===== src/rtl/stby_pkg.sv =====
package stby_pkg;

  typedef enum logic [1:0] {
    ST_RUN     = 2'd0,
    ST_ENTER   = 2'd1,
    ST_STANDBY = 2'd2,
    ST_STAB    = 2'd3
  } stby_state_e;

  typedef enum logic [1:0] {
    EXT_LEVEL = 2'b00,
    EXT_FALL  = 2'b01,
    EXT_RISE  = 2'b10,
    EXT_BOTH  = 2'b11
  } ext_mode_e;

  localparam logic [1:0] ADDR_CTRL  = 2'd0;
  localparam logic [1:0] ADDR_EDGE  = 2'd1;
  localparam logic [1:0] ADDR_TIMER = 2'd2;

  // prescaler divide ratio for a clock-select value: 2, 4, 8, ...
  function automatic int unsigned prescale_div(input int unsigned sel);
    return 32'd2 << sel;
  endfunction

  // full stabilization interval in clock cycles
  function automatic int unsigned stab_cycles(input int unsigned sel,
                                              input int unsigned cnt_w);
    return (32'd1 << cnt_w) * prescale_div(sel);
  endfunction

  // does an external-pin edge match the configured wake mode
  function automatic logic ext_edge_match(input ext_mode_e mode,
                                          input logic rise, input logic fall);
    case (mode)
      EXT_FALL: return fall;
      EXT_RISE: return rise;
      EXT_BOTH: return rise | fall;
      default:  return 1'b0;
    endcase
  endfunction

endpackage


===== src/rtl/stby_pin_sync.sv =====
module stby_pin_sync #(
  parameter int N_PINS      = 2,
  parameter int SYNC_STAGES = 2
) (
  input  logic              clk,
  input  logic              rst_n,
  input  logic [N_PINS-1:0] pins_i,
  output logic [N_PINS-1:0] rise_o,
  output logic [N_PINS-1:0] fall_o
);

  for (genvar p = 0; p < N_PINS; p++) begin : g_pin
    logic [SYNC_STAGES-1:0] chain_q;
    logic                   prev_q;
    logic                   sync_w;

    assign sync_w = chain_q[SYNC_STAGES-1];

    always_ff @(posedge clk or negedge rst_n) begin
      if (!rst_n) begin
        chain_q <= '0;
        prev_q  <= 1'b0;
      end else begin
        chain_q <= {chain_q[SYNC_STAGES-2:0], pins_i[p]};
        prev_q  <= sync_w;
      end
    end

    assign rise_o[p] = sync_w & ~prev_q;
    assign fall_o[p] = ~sync_w & prev_q;
  end

endmodule


===== src/rtl/stby_wake_qual.sv =====
module stby_wake_qual
  import stby_pkg::*;
(
  input  logic      armed,
  input  logic      nmi_sel,
  input  logic      nmi_rise,
  input  logic      nmi_fall,
  input  ext_mode_e ext_mode,
  input  logic      ext_rise,
  input  logic      ext_fall,
  output logic      nmi_hit,
  output logic      ext_hit,
  output logic      wake_hit,
  output logic      wake_from_ext
);

  always_comb begin
    nmi_hit       = armed && (nmi_sel ? nmi_rise : nmi_fall);
    ext_hit       = armed && ext_edge_match(ext_mode, ext_rise, ext_fall);
    wake_hit      = nmi_hit || ext_hit;
    wake_from_ext = ext_hit && !nmi_hit;
  end

endmodule


===== src/rtl/stby_stab_timer.sv =====
module stby_stab_timer
  import stby_pkg::*;
#(
  parameter int SEL_W = 3,
  parameter int CNT_W = 8
) (
  input  logic             clk,
  input  logic             rst_n,
  input  logic             clear,
  input  logic             run,
  input  logic [SEL_W-1:0] sel,
  output logic             done,
  output logic             is_zero
);

  localparam int PS_W = 1 << SEL_W;

  logic [PS_W-1:0]  pre_q;
  logic [PS_W-1:0]  pre_last;
  logic [CNT_W-1:0] cnt_q;
  logic             pre_wrap;

  assign pre_last = PS_W'(prescale_div(int'(sel)) - 32'd1);
  assign pre_wrap = (pre_q == pre_last);
  assign done     = run && pre_wrap && (cnt_q == '1);
  assign is_zero  = (pre_q == '0) && (cnt_q == '0);

  always_ff @(posedge clk or negedge rst_n) begin
    if (!rst_n) begin
      pre_q <= '0;
      cnt_q <= '0;
    end else if (clear) begin
      pre_q <= '0;
      cnt_q <= '0;
    end else if (run) begin
      if (pre_wrap) begin
        pre_q <= '0;
        cnt_q <= cnt_q + 1'b1;
      end else begin
        pre_q <= pre_q + 1'b1;
      end
    end
  end

endmodule


===== src/rtl/standby_ctrl.sv =====
module standby_ctrl
  import stby_pkg::*;
#(
  parameter int SEL_W       = 3,
  parameter int CNT_W       = 8,
  parameter int SYNC_STAGES = 2
) (
  input  logic       clk,
  input  logic       rst_n,
  input  logic       cfg_wr,
  input  logic [1:0] cfg_addr,
  input  logic [7:0] cfg_wdata,
  input  logic       sleep_req,
  input  logic       nmi_pin,
  input  logic       ext_pin,
  output logic       clk_en,
  output logic       osc_en,
  output logic       nap_pulse,
  output logic       wake_irq,
  output logic       wake_src
);

  localparam int N_PINS  = 2;
  localparam int PIN_NMI = 0;
  localparam int PIN_EXT = 1;

  // configuration registers
  logic             stby_en;
  logic             nmi_sel;
  ext_mode_e        ext_mode;
  logic [SEL_W-1:0] cks;
  logic             unused_wdata;

  assign unused_wdata = ^cfg_wdata[7:3];

  always_ff @(posedge clk or negedge rst_n) begin
    if (!rst_n) begin
      stby_en  <= 1'b0;
      nmi_sel  <= 1'b0;
      ext_mode <= EXT_LEVEL;
      cks      <= '0;
    end else if (cfg_wr) begin
      case (cfg_addr)
        ADDR_CTRL:  stby_en <= cfg_wdata[0];
        ADDR_EDGE: begin
          nmi_sel  <= cfg_wdata[0];
          ext_mode <= ext_mode_e'(cfg_wdata[2:1]);
        end
        ADDR_TIMER: cks <= cfg_wdata[SEL_W-1:0];
        default: ;
      endcase
    end
  end

  // named internal events
  stby_state_e state_q, state_d;
  logic        in_run, in_enter, in_standby, in_stab;
  logic        enter_go;
  logic        nmi_hit, ext_hit, wake_hit, wake_from_ext;
  logic        stab_done, cnt_zero;
  logic [N_PINS-1:0] pin_rise, pin_fall;

  assign in_run     = (state_q == ST_RUN);
  assign in_enter   = (state_q == ST_ENTER);
  assign in_standby = (state_q == ST_STANDBY);
  assign in_stab    = (state_q == ST_STAB);
  assign enter_go   = in_run && sleep_req && stby_en;

  stby_pin_sync #(
    .N_PINS      (N_PINS),
    .SYNC_STAGES (SYNC_STAGES)
  ) i_sync (
    .clk    (clk),
    .rst_n  (rst_n),
    .pins_i ({ext_pin, nmi_pin}),
    .rise_o (pin_rise),
    .fall_o (pin_fall)
  );

  stby_wake_qual i_qual (
    .armed         (in_standby),
    .nmi_sel       (nmi_sel),
    .nmi_rise      (pin_rise[PIN_NMI]),
    .nmi_fall      (pin_fall[PIN_NMI]),
    .ext_mode      (ext_mode),
    .ext_rise      (pin_rise[PIN_EXT]),
    .ext_fall      (pin_fall[PIN_EXT]),
    .nmi_hit       (nmi_hit),
    .ext_hit       (ext_hit),
    .wake_hit      (wake_hit),
    .wake_from_ext (wake_from_ext)
  );

  stby_stab_timer #(
    .SEL_W (SEL_W),
    .CNT_W (CNT_W)
  ) i_timer (
    .clk     (clk),
    .rst_n   (rst_n),
    .clear   (in_enter || in_standby),
    .run     (in_stab),
    .sel     (cks),
    .done    (stab_done),
    .is_zero (cnt_zero)
  );

  always_comb begin
    state_d = state_q;
    case (state_q)
      ST_RUN:     if (enter_go)  state_d = ST_ENTER;
      ST_ENTER:                  state_d = ST_STANDBY;
      ST_STANDBY: if (wake_hit)  state_d = ST_STAB;
      ST_STAB:    if (stab_done) state_d = ST_RUN;
      default:                   state_d = ST_RUN;
    endcase
  end

  logic nap_q, irq_q, src_pend_q, src_q;

  always_ff @(posedge clk or negedge rst_n) begin
    if (!rst_n) begin
      state_q    <= ST_RUN;
      nap_q      <= 1'b0;
      irq_q      <= 1'b0;
      src_pend_q <= 1'b0;
      src_q      <= 1'b0;
    end else begin
      state_q <= state_d;
      nap_q   <= in_run && sleep_req && !stby_en;
      irq_q   <= stab_done;
      if (in_standby && wake_hit) src_pend_q <= wake_from_ext;
      if (stab_done)              src_q      <= src_pend_q;
    end
  end

  assign clk_en    = in_run;
  assign osc_en    = !in_standby;
  assign nap_pulse = nap_q;
  assign wake_irq  = irq_q;
  assign wake_src  = src_q;

endmodule


===== config.mk =====
export PLATFORM = sky130hd
export DESIGN_NAME = standby_ctrl
export DESIGN_NICKNAME = d
export VERILOG_FILES = /design/src/rtl/stby_pkg.sv /design/src/rtl/stby_pin_sync.sv /design/src/rtl/stby_wake_qual.sv /design/src/rtl/stby_stab_timer.sv /design/src/rtl/standby_ctrl.sv
export SDC_FILE = /design/constraint.sdc
export NUM_CORES = 1
export LEC_CHECK = 0
export BUFFER_PORTS_ARGS = -buffer_cell sky130_fd_sc_hd__buf_4
export CAP_MARGIN = 20
export CORE_ASPECT_RATIO = 1.25
export CORE_MARGIN = 1
export CORE_UTILIZATION = 45
export DETAILED_ROUTE_END_ITERATION = 7
export SLEW_MARGIN = 25
export SYNTH_ARGS = -nofsm -noshare
export SYNTH_HDL_FRONTEND = slang
export SYNTH_SLANG_ARGS = --single-unit

===== constraint.sdc =====
create_clock -name clk -period 3.16 [get_ports clk]
set_input_delay 0.948 -clock clk [delete_from_list [all_inputs] [get_ports clk]]
set_output_delay 0.948 -clock clk [all_outputs]
set_load 0.05 [all_outputs]

==> flow_metrics.py <==
metrics = {
    "run_status": {
        "status": "complete, no violations",
    },
    "sta": {
        "finalSetupViolations": 0,
        "fin_setup_tns_ps": 0,
        "period_share_pct": 88.53,
        "relSlewSlack_pct": 56.37,
        "finalMaxSlewViolations": 0,
        "fmax_ghz": 0.3575,
        "tightest_slew_ps": 654.4,
        "hold_viol": 0,
        "clock_skew_ps": 5.598,
        "rsz0062_at_grt": "false",
        "final.min_clock_period_ps": 2797,
    },
    "floorplanning": {
        "fp-row-count": 26,
        "die_w_um": 60.05,
        "core_um2": 4066,
        "initial_core_util_pct": 46.62,
        "die_y_um": 74.57,
        "dieArea_um2": 4478,
        "ioPinCount": 21,
    },
    "pwr": {
        "power.leakage_nw": 0.9793,
        "irDropWorstVdd_mv": 0.3128,
        "powerDensity_nw_per_um2": 606.4,
    },
    "clock_tree": {
        "cts_hold_buf": 0,
        "cts_buffers": 5,
        "cts.clk_slew.worst_paths_ps": 70,
        "cts_tree": "done",
        "cts_htree_levels": 2,
        "root_buffer": "clkbuf_8",
        "post-cts-setup-buffers": 0,
        "cts_sinks": 35,
        "worst_skew_pair.late_latency_ps": 290,
        "cts_resized": 0,
        "cts_buffer_depth": 2,
    },
    "placement": {
        "numPortBuffers": 15,
        "gp_congestion": 0.7347,
        "dp.cells": 256,
        "detailed_place_hpwl_mm": 2.595,
    },
    "yosys": {
        "syn_area_um2": 1896,
        "synth_flop_cell": "dfrtp_1",
        "ys_ff_latch": 35,
        "syn_inst": 191,
        "synthesis.nets": 216,
        "synth_seq_area_share_pct": 46.20,
        "avgSynthCellArea_um2": 9.924,
        "async_reset_ff_share_pct": 100.0,
        "netlist_top_cells_area": "dfrtp_1, ha_1, o21ai_0, mux2_2, nand2_1",
        "synth_edf_count": 0,
        "yosys.area.top_type": "dfrtp_1",
        "synthTopCellsByCount": "dfrtp_1, nand2_1, o21ai_0",
        "ys_warn_count": 0,
        "yosysMostFrequentCell": "dfrtp_1",
        "synth.distinct_cells": 44,
        "synth_top_area_share_pct": 46.20,
    },
    "worst_setup_path": {
        "path_max_fanout": 12,
        "arrival_ps": 3020,
        "required_ps": 3390,
        "end_kind": "flip-flop",
        "startpoint_type": "flip-flop",
        "crit_type": "flip-flop to flip-flop",
    },
    "flow_run": {
        "maxCapViolations": 0,
    },
    "global_routing": {
        "grt_pass1_vias": 1333,
        "grt_max_degree": 36,
        "grt_pass1_wl_mm": 5.913,
        "grt_usage_pct": 18.05,
        "antenna_found_initial": 0,
        "grt-ovfl-total": 0,
    },
    "drt": {
        "ant_nets": 0,
        "vias": 1448,
        "drc": 0,
        "drt-total-wl_mm": 3.608,
        "drt-pass1-iter-count": 4,
        "wl_per_cell_um": 13.67,
        "vias_per_cell": 5.485,
        "drt_iter0_markers": 67,
    },
    "cells_and_area": {
        "antenna_cells": 0,
        "nFillCells": 373,
        "area_delta_synth_final_pct": 12.87,
        "final_cell_count_no_fill": 264,
        "layout.nets": 232,
        "layout-drive-gt1-share_pct": 17.31,
    },
    "hold_path": {
        "hold_class": "flip-flop to flip-flop",
    },
}
==> kinds of logic after synthesis <==
| logic type | count (synthesis) | synth area share (%) |
|---|---|---|
| and+or+nand+nor | 69 | 19.74 |
| AOI/OAI and AO/OA | 44 | 15.45 |
| DFF | 35 | 46.20 |
| buffers and inverters | 17 | 3.631 |
| muxes | 10 | 5.809 |
| adders and majority gates | 9 | 5.941 |
| xor gates and xnor gates | 7 | 3.234 |
==> layout make-up <==
| class | count | area [um^2] | share of cell area, % |
|---|---|---|---|
| well taps | 56 | 70.07 | 3.275 |
| multi-input cells | 139 | 950.9 | 44.44 |
| inverters | 10 | 37.54 | 1.754 |
| flip-flops and latches | 35 | 875.8 | 40.94 |
| clock buffers | 6 | 72.57 | 3.392 |
| clock inverters | 2 | 12.51 | 0.5848 |
| repair buffers | 16 | 120.1 | 5.614 |
==> cells in the final DEF (no fill, tap or decap), types with 2 or more instances in the layout <==
| master | n |
|---|---|
| mux2i_1 | 2 |
| and3_1 | 8 |
| nand2b_1 | 4 |
| nor2_1 | 12 |
| mux2_2 | 8 |
| nor3_1 | 3 |
| a21oi_1 | 4 |
| inv_1 | 10 |
| ha_1 | 9 |
| nand3_1 | 7 |
| nor3b_1 | 2 |
| a21o_1 | 2 |
| clkbuf_8 | 5 |
| xnor2_1 | 4 |
| nand2_1 | 19 |
| nand3b_1 | 3 |
| o21ai_0 | 18 |
| a31oi_1 | 5 |
| o2111ai_1 | 2 |
| nor2b_1 | 2 |
| dfrtp_1 | 35 |
| buf_4 | 16 |
| xor2_1 | 3 |
| a22o_1 | 2 |
==> flip-flops by register name (all words and copies together) (netlist names) <==
| name | count |
|---|---|
| i_sync.g_pin.chain_q | 4 |
| state_q | 2 |
| ext_mode | 2 |
| wake_src | 1 |
| nmi_sel | 1 |
| nap_pulse | 1 |
| cks | 3 |
| i_timer.cnt_q | 8 |
| i_sync.g_pin.prev_q | 2 |
| wake_irq | 1 |
| src_pend_q | 1 |
| i_timer.pre_q | 8 |
| stby_en | 1 |
==> worst paths after layout <==
path,start,endpoint,slack [ps],cells after the start
worst max-delay path,cks[1]$_DFFE_PN0P_,i_timer.pre_q[3]$_DFFE_PN0P_,360,9
worst min-delay path,i_sync.g_pin[0].chain_q[0]$_DFF_PN0_,i_sync.g_pin[0].chain_q[1]$_DFF_PN0_,350,0
worst max register to register,cks[1]$_DFFE_PN0P_,i_timer.pre_q[3]$_DFFE_PN0P_,360,9
worst min register to register,i_sync.g_pin[0].chain_q[0]$_DFF_PN0_,i_sync.g_pin[0].chain_q[1]$_DFF_PN0_,350,0
max in group asynchronous,rst_n,i_timer.cnt_q[0]$_DFFE_PN0P_,2260,1
min in group asynchronous,rst_n,i_sync.g_pin[1].chain_q[1]$_DFF_PN0_,590,1
==> worst max-delay path, stage by stage, from the launching register on <==
cell      delay (ps)
dfrtp_1          500
nor2_1           210
nand2_1           80
ha_1             270
nor4bb_1         170
a221oi_1         330
a32oi_2          310
a21oi_1          560
a21o_1           190
a22o_1           110
==> per-stage QoR <==
step	hold WS (ps)	area [um^2]	utilization, %	setup WS, ps	total power (W)
floorplan	331.2	1896	-	637.7	0.0008941
global placement	333.2	2054	50.52	466.7	0.0009723
detailed placement	336.3	2054	50.52	386.7	0.0009911
CTS	353.4	2140	52.62	367.4	0.001315
global route	355.5	2140	52.62	42.75	0.001385
finish	349.6	2140	52.62	362.6	0.001297
==> routing by layer <==
layer  vias to the layer above  global-route usage, %  share of wire (%)
met3                         6                  4.348                2.6
met5                         -                      0                  0
met1                       710                  21.45                 46
li1                        715                      -                  -
met2                        17                  30.37                 49
met4                         0                  8.527                2.0
==> report_power, final <==
part / switching, W / internal (W)
Sequential: 0.0000899 / 0.000519
Clock: 0.000162 / 0.000154
Combinational: 0.000194 / 0.000178
Total: 0.000446 / 0.000851
Power figures use the tool's default switching activity.
